## src/rtl/tick_timer_pkg.sv

```systemverilog
package tick_timer_pkg;
    localparam int ADDR_W = 5;
    localparam logic [ADDR_W-1:0] OFS_RELOAD = 5'h00;
    localparam logic [ADDR_W-1:0] OFS_VALUE  = 5'h04;
    localparam logic [ADDR_W-1:0] OFS_CTRL   = 5'h08;
    localparam logic [ADDR_W-1:0] OFS_ACK    = 5'h0C;
    localparam logic [ADDR_W-1:0] OFS_STAT   = 5'h10;

    typedef enum logic {ST_OFF = 1'b0, ST_RUN = 1'b1} tmr_state_e;

    typedef struct packed {
        logic mask;
        logic reload;
        logic en;
    } tmr_ctrl_t;
endpackage

```

## src/rtl/tick_timer_regs.sv

```systemverilog
module tick_timer_regs
    import tick_timer_pkg::*;
#(
    parameter int W = 32
) (
    input  logic              clk,
    input  logic              rst_n,
    input  logic [ADDR_W-1:0] addr,
    input  logic              wr,
    input  logic              rd,
    input  logic [W-1:0]      wdata,
    input  logic [W-1:0]      count,
    input  logic              stat_vis,
    output logic [W-1:0]      rdata,
    output logic [W-1:0]      reload_val,
    output logic              mode_reload,
    output logic              irq_mask,
    output logic              ctl_wr,
    output logic              ctl_en_new,
    output logic              ack_rd
);
    localparam int CW = $bits(tmr_ctrl_t);

    tmr_ctrl_t    ctrl_q;
    logic [W-1:0] reload_q;

    assign ctl_wr      = wr && (addr == OFS_CTRL);
    assign ctl_en_new  = wdata[0];
    assign ack_rd      = rd && (addr == OFS_ACK);
    assign reload_val  = reload_q;
    assign mode_reload = ctrl_q.reload;
    assign irq_mask    = ctrl_q.mask;

    always_ff @(posedge clk or negedge rst_n) begin
        if (!rst_n) begin
            reload_q <= '0;
            ctrl_q   <= '0;
        end else if (wr) begin
            if (addr == OFS_RELOAD) reload_q <= wdata;
            if (addr == OFS_CTRL)   ctrl_q   <= tmr_ctrl_t'(wdata[CW-1:0]);
        end
    end

    always_comb begin
        rdata = '0;
        case (addr)
            OFS_RELOAD: rdata = reload_q;
            OFS_VALUE:  rdata = count;
            OFS_CTRL:   rdata = {{(W-CW){1'b0}}, ctrl_q};
            OFS_STAT:   rdata = {{(W-1){1'b0}}, stat_vis};
            default:    rdata = '0;
        endcase
    end
endmodule

```

## src/rtl/tick_timer_fsm.sv

```systemverilog
module tick_timer_fsm
    import tick_timer_pkg::*;
#(
    parameter int W = 32
) (
    input  logic         clk,
    input  logic         rst_n,
    input  logic         ctl_wr,
    input  logic         ctl_en_new,
    input  logic         mode_reload,
    input  logic [W-1:0] reload_val,
    output logic [W-1:0] count,
    output logic         running,
    output logic         zero_evt
);
    tmr_state_e   state_q, state_d;
    logic [W-1:0] count_q, count_d;
    logic         go, halt;

    assign go   = ctl_wr && ctl_en_new;
    assign halt = ctl_wr && !ctl_en_new;

    // state register
    always_ff @(posedge clk or negedge rst_n) begin
        if (!rst_n) begin
            state_q <= ST_OFF;
            count_q <= '0;
        end else begin
            state_q <= state_d;
            count_q <= count_d;
        end
    end

    // next state and outputs
    always_comb begin
        state_d  = state_q;
        count_d  = count_q;
        zero_evt = 1'b0;
        unique case (state_q)
            ST_OFF: begin
                if (go) begin                 // T_START
                    state_d = ST_RUN;
                    count_d = reload_val;
                end                           // else T_HOLD
            end
            ST_RUN: begin
                if (halt) begin               // T_STOP
                    state_d = ST_OFF;
                end else if (count_q == '0) begin  // T_COUNT at zero
                    zero_evt = 1'b1;
                    count_d  = mode_reload ? reload_val : '1;
                end else begin                // T_COUNT
                    count_d = count_q - 1'b1;
                end
            end
        endcase
    end

    assign count   = count_q;
    assign running = (state_q == ST_RUN);
endmodule

```

## src/rtl/tick_timer_irq.sv

```systemverilog
module tick_timer_irq (
    input  logic clk,
    input  logic rst_n,
    input  logic zero_evt,
    input  logic ack_rd,
    input  logic irq_mask,
    output logic stat_vis
);
    logic raw_q;

    always_ff @(posedge clk or negedge rst_n) begin
        if (!rst_n)        raw_q <= 1'b0;
        else if (zero_evt) raw_q <= 1'b1;   // a new event beats the acknowledge
        else if (ack_rd)   raw_q <= 1'b0;
    end

    assign stat_vis = raw_q && !irq_mask;
endmodule

```

## src/rtl/tick_timer.sv

```systemverilog
module tick_timer
    import tick_timer_pkg::*;
#(
    parameter int W = 32
) (
    input  logic              clk,
    input  logic              rst_n,
    input  logic [ADDR_W-1:0] bus_addr,
    input  logic              bus_wr,
    input  logic              bus_rd,
    input  logic [W-1:0]      bus_wdata,
    output logic [W-1:0]      bus_rdata,
    output logic              irq
);
    logic [W-1:0] count, reload_val;
    logic         mode_reload, irq_mask, ctl_wr, ctl_en_new, ack_rd;
    logic         running, zero_evt, stat_vis;

    tick_timer_regs #(.W(W)) u_regs (
        .clk(clk), .rst_n(rst_n), .addr(bus_addr), .wr(bus_wr), .rd(bus_rd),
        .wdata(bus_wdata), .count(count), .stat_vis(stat_vis), .rdata(bus_rdata),
        .reload_val(reload_val), .mode_reload(mode_reload), .irq_mask(irq_mask),
        .ctl_wr(ctl_wr), .ctl_en_new(ctl_en_new), .ack_rd(ack_rd)
    );

    tick_timer_fsm #(.W(W)) u_fsm (
        .clk(clk), .rst_n(rst_n), .ctl_wr(ctl_wr), .ctl_en_new(ctl_en_new),
        .mode_reload(mode_reload), .reload_val(reload_val), .count(count),
        .running(running), .zero_evt(zero_evt)
    );

    tick_timer_irq u_irq (
        .clk(clk), .rst_n(rst_n), .zero_evt(zero_evt), .ack_rd(ack_rd),
        .irq_mask(irq_mask), .stat_vis(stat_vis)
    );

    assign irq = stat_vis;
endmodule

```

## config.mk

```make
export PLATFORM = sky130hd
export DESIGN_NAME = tick_timer
export DESIGN_NICKNAME = d
export VERILOG_FILES = /design/src/rtl/tick_timer_pkg.sv /design/src/rtl/tick_timer_regs.sv /design/src/rtl/tick_timer_fsm.sv /design/src/rtl/tick_timer_irq.sv /design/src/rtl/tick_timer.sv
export SDC_FILE = /design/constraint.sdc
export NUM_CORES = 1
export LEC_CHECK = 0
export BUFFER_PORTS_ARGS = -buffer_cell sky130_fd_sc_hd__buf_4
export CAP_MARGIN = 20
export CORE_MARGIN = 2
export CORE_UTILIZATION = 60
export DETAILED_ROUTE_END_ITERATION = 12
export HOLD_SLACK_MARGIN = 0.03
export PLACE_DENSITY = 0.91
export SETUP_SLACK_MARGIN = 0.05
export SYNTH_ARGS = -nofsm -noshare
export SYNTH_HDL_FRONTEND = slang
export SYNTH_SLANG_ARGS = --single-unit
```

## constraint.sdc

```tcl
create_clock -name clk -period 5.5 [get_ports clk]
set_input_delay 1.1 -clock clk [delete_from_list [all_inputs] [get_ports clk]]
set_output_delay 1.1 -clock clk [all_outputs]
set_load 0.005 [all_outputs]
```

Word-level counts from Yosys, hierarchy flattened
Cells that the tools add are included.

cells by class
  $add $sub $neg = 1
  equality and inequality tests = 6
  multiplexer cells = 14
  bitwise operators = 1
  reductions and logical operators = 13

operators with widths
  kind                     count
  $mux W32                 4
  $pmux W32 S4             1
  $pmux W32 S2             1
  $logic_not A32 Y1        1
  $sub A32 B1 Y32 const B  1
  $eq A5 B4 Y1 const B     2
  $mux W1                  7
  $reduce_and A2 Y1        3
  $eq A5 B3 Y1 const B     1
  $eq A5 B5 Y1 const B     1
  $logic_and A1 B1 Y1      5
  $logic_not A5 Y1         1
  $logic_not A1 Y1         2
  $ne A2 B1 Y1 const B     1
  $ne A2 B2 Y1 const B     1
  $pmux W1 S2              1
  $reduce_bool A2 Y1       1
  $not A1 Y1               1

word-level totals
  register bits after elaboration = 69
  input port bits = 41
  output and inout port bits = 33
  word-level logic and storage cells = 42

Depth between registers and ports, before layout
  depth in word-level cells = 6
  gate-level depth with buffers = 9
  mapped depth without buffers = 7

Hierarchy
Synthesis repeated with hierarchy kept, for this count alone.

unflattened totals
  cell total of the unflattened synthesis = 424
  area, all modules = 4,282.9 um2

modules (own cells, without submodules)
  module           instances  cells each  area each (um2)  seq. area each (um2)
  tick_timer_fsm   1          288         2,467.4          825.8
  tick_timer_regs  1          132         1,773.0          875.8
  tick_timer_irq   1          4           42.5             25.0

Worst setup path before layout
Ideal clock, no wire load.

  path type = input port to output port
  start = input port bus_addr[1]
  end = output port bus_rdata[2]
  arrival time = 2,340 ps
  data required time = 4,400 ps
  slack = 2,060 ps
  cell stages on the path = 5
  buffers on the path = 1
  cells stage by stage = or4_1 -> nor2_1 -> clkbuf_1 -> a222oi_1 -> inv_1

between the ends
  cells in the longest elaborated chain, start to end = 2
  elaborated cells on any way between the ends = 5
  those cells by class = eq/ne (3); mux (1); reduce/logical (1)

RTL lines
  element                                     RTL line               RTL
  from (decl)                                 tick_timer.sv:8        input logic [ADDR_W-1:0] bus_addr,
  $eq A5 B5 Y1, or another cell as far along  tick_timer_regs.sv:46  case (addr)
  $pmux W32 S4 (*)                            tick_timer_regs.sv:46
  to (decl)                                   tick_timer.sv:12       output logic [W-1:0] bus_rdata,

Mark *: on every way between the ends. The rest lies on a longest branch, timed or not.

Final worst setup path
  start = input port bus_addr[1]
  end = output port bus_rdata[29]

Same word-level chain as after synthesis.

==> impl_metrics.ini <==
[outcome]
status = finished, final reports clean

[global_route]
track_usage_pct = 30.8
grt.overflow.total = 0
antenna_found_initial = 0
grt_max_degree = 70
grt_pass1_vias = 4123
grt_pass1_wl_um = 20400

[routing]
drt-initial-drc-count = 377
via_count = 4139
vias_per_cell = 6.85
dr.pass1.iters = 5
drt-total-wl_um = 12300
antenna_left = 0
drc = 0
wl_per_cell_um = 20.4

[cells_and_area]
final_util_pct = 72.6
nets = 543
drive_above_1_share_pct = 34.1
area_growth_pct = 17.5
final_area_um2 = 5260
diodes = 0

[synthesis]
avgSynthCellArea_um2 = 10.2
synth-seq-cells = 69
yosysWarnings = 0
synth_top_area_share_pct = 38.5
synthDistinctLibCells = 70
yosysSeqAreaShare_pct = 38.5
synth_top_area_cell = dfrtp_1
synthCells = 441
synth-edff-count = 0
synth.area.top_cells = dfrtp_1 39%, mux2_2 8.3%, a22o_1 5.7%
ys_async_sr_fraction_pct = 100
ys.flop_type = dfrtp_1
synthesis.nets = 484
syn-cell-area_um2 = 4480

[timing]
drv_slew = 0
tightest_slew_ps = 941
finalSetupViolCount = 0
rsz0062_at_grt = false
tns_ps = 0
final.min_clock_period_ps = 4110
relSlewSlack_pct = 37.3
final_hold_viol_count = 0
fin_crit_sh_pct = 74.8
fmax_mhz = 243
skew_ps = 8.27

[clock_tree]
cts_setup_buffers = 0
ctsResizeCount = 0
cts_tree = yes
cts-htree-levels = 3
clk_path_buf_depth = 2
ctsHoldBuffers = 0
clk_pin_slew_ps = 70
cts-root-buf = clkbuf_8
cts.sinks = 69
clkLatencyLatePin_ps = 360
cts_inserted_buffers = 9

[setup_path]
crit_path_max_incr_delay_ps = 570
crit_slowest_cell = nor2_2
crit_fanout = 17
critPathCaptureType = primary output
crit_path_frequent_cell = buf_4
criticalPathCategory = in -> out
worstPathArrival_ps = 3010
start_kind = input port
required_ps = 4400
crit_chain = buf_4 -> or4_1 -> nor2_2 -> buf_4 -> a22o_1 -> buf_4

[pwr]
power_switching_share_pct = 40.0
p_leak_nw = 2.22
p_sw_mw = 0.861
pwr-share-seq_pct = 44.2
internal_power_mw = 1.29
power_density_nw_per_um2 = 409
irDropWorstVdd_v = 0.000219
clockPowerShare_pct = 22.2
comb_power_share_pct = 33.6

[floorplanning]
die_area_um2 = 8170
rows = 31
die_h_um = 90.4
fp.dieW_um = 90.4
core-area_um2 = 7250
io_pins = 74
initial_utilization_pct = 61.8

[place]
port_buffers = 73
place_area_um2 = 5040
place_congestion = 0.915
post-dp-hpwl_um = 8170

[hold_path]
hold_path_class = reg -> reg

[run]
maxCapViolCount = 0
worst max-delay path, delay by kind of cell:
| family | cells | cell delay [ps] |
|---|---|---|
| buffers and inverters | 3 | 590 |
| AO/OA/AOI/OAI | 1 | 180 |
| AND/OR/NAND/NOR | 2 | 1130 |
path summary, 6_finish.rpt:
check                                                   from                                end  slack (ps)  cells after the start
worst max-delay path                             bus_addr[1]                      bus_rdata[29]        1390                      6
worst min-delay path            u_regs.ctrl_q[0]$_DFFE_PN0N_       u_regs.ctrl_q[0]$_DFFE_PN0N_         520                      2
worst max register to register    u_fsm.count[2]$_DFFE_PN0P_        u_fsm.count[29]$_DFFE_PN0P_        2520                      5
worst min register to register  u_regs.ctrl_q[0]$_DFFE_PN0N_       u_regs.ctrl_q[0]$_DFFE_PN0N_         520                      2
max in group asynchronous                              rst_n        u_fsm.count[31]$_DFFE_PN0P_        4050                      1
min in group asynchronous                              rst_n  u_regs.reload_val[28]$_DFFE_PN0P_         830                      1
layer usage:
layer / GRT usage [%] / routed length (µm)
met1: 39.8 / 5060
met2: 51.0 / 6060
met3: 5.43 / 927
met4: 13.3 / 249
met5: 0 / 0
registers in the layout, summed over array words and instances, names as in the netlist:
name,count
u_fsm.count,32
u_regs.reload_val,32
u_fsm.running,1
u_irq.raw_q,1
u_regs.ctrl_q,1
u_regs.irq_mask,1
u_regs.mode_reload,1
cells by family (layout without fill, tap and decap cells):
group / count (synthesis) / in the layout / share of synthesized area (%)
buffers and inverters: 70 / 134 / 7.49
AO/OA/AOI/OAI: 119 / 119 / 24.3
multiplexers: 34 / 34 / 8.52
AND/OR/NAND/NOR: 147 / 147 / 20.6
adder cells (fa/ha/maj): 2 / 2 / 0.559
flip-flops: 69 / 69 / 38.5
synthesized netlist by cell type, types with 5 or more instances:
master / n
nand3_1: 12
mux2_2: 33
inv_1: 38
nor4b_1: 6
nor2_1: 20
o31ai_1: 6
nand2_1: 20
o22ai_1: 11
o32ai_1: 5
or4_1: 6
nor4_1: 13
a211oi_2: 17
nand2b_1: 7
or3_1: 7
a22o_1: 29
dfrtp_1: 69
o21ai_0: 6
buf_6: 7
clkbuf_1: 13
nor3_1: 21
buf_2: 7
power groups by stage:
stage          logic [mW]  clock network [mW]  registers, mW
3_5_place_dp        0.706                   0          0.943
4_1_cts             0.714               0.474          0.937
6_report            0.723               0.478          0.951
5_1_grt             0.788               0.506          0.973
3_3_place_gp        0.671                   0          0.926
2_1_floorplan       0.595                   0          0.838
area by class of cell:
type / instances / area (µm²)
clock inverter: 4 / 70.1
timing repair buffer: 79 / 593
inverter: 39 / 154
multi-input combinational: 302 / 2440
clock buffer: 12 / 155
tap: 99 / 124
sequential: 69 / 1730
fill: 535 / 1990
per-stage QoR:
step / setup WS, ps / total power [mW] / cells / hold slack [ps]
2_1_floorplan: 2060 / 1.43 / 441 / 448
3_3_place_gp: 1490 / 1.60 / 588 / 468
3_5_place_dp: 1410 / 1.65 / 588 / 490
4_1_cts: 1410 / 2.12 / 604 / 511
5_1_grt: 1260 / 2.27 / 604 / 532
6_report: 1390 / 2.15 / 604 / 517
cell usage in the layout, fill, tap and decap left out, types with 3 or more instances in the layout:
cell / netlist / final
nand4b_1: 4 / 4
a22o_1: 29 / 29
o22ai_1: 11 / 11
a211oi_2: 17 / 17
nand2b_1: 7 / 7
nor4b_1: 6 / 6
a311o_1: 4 / 4
a21oi_1: 3 / 3
o311ai_0: 3 / 3
nand4_1: 4 / 4
nor4_1: 13 / 12
nor3_1: 21 / 21
nand3_1: 12 / 12
nor3_2: 3 / 3
or4b_2: 4 / 4
o31ai_1: 6 / 5
clkbuf_8: 0 / 11
or4_1: 6 / 6
o211a_1: 3 / 3
nor2_1: 20 / 19
nand3b_1: 4 / 4
inv_1: 38 / 38
buf_4: 1 / 79
nand2_1: 20 / 20
nor4_4: 3 / 3
or3_1: 7 / 7
o21ai_0: 6 / 6
dfrtp_1: 69 / 69
mux2_2: 33 / 33
o32ai_1: 5 / 5
(Power assumes the default switching activity.)
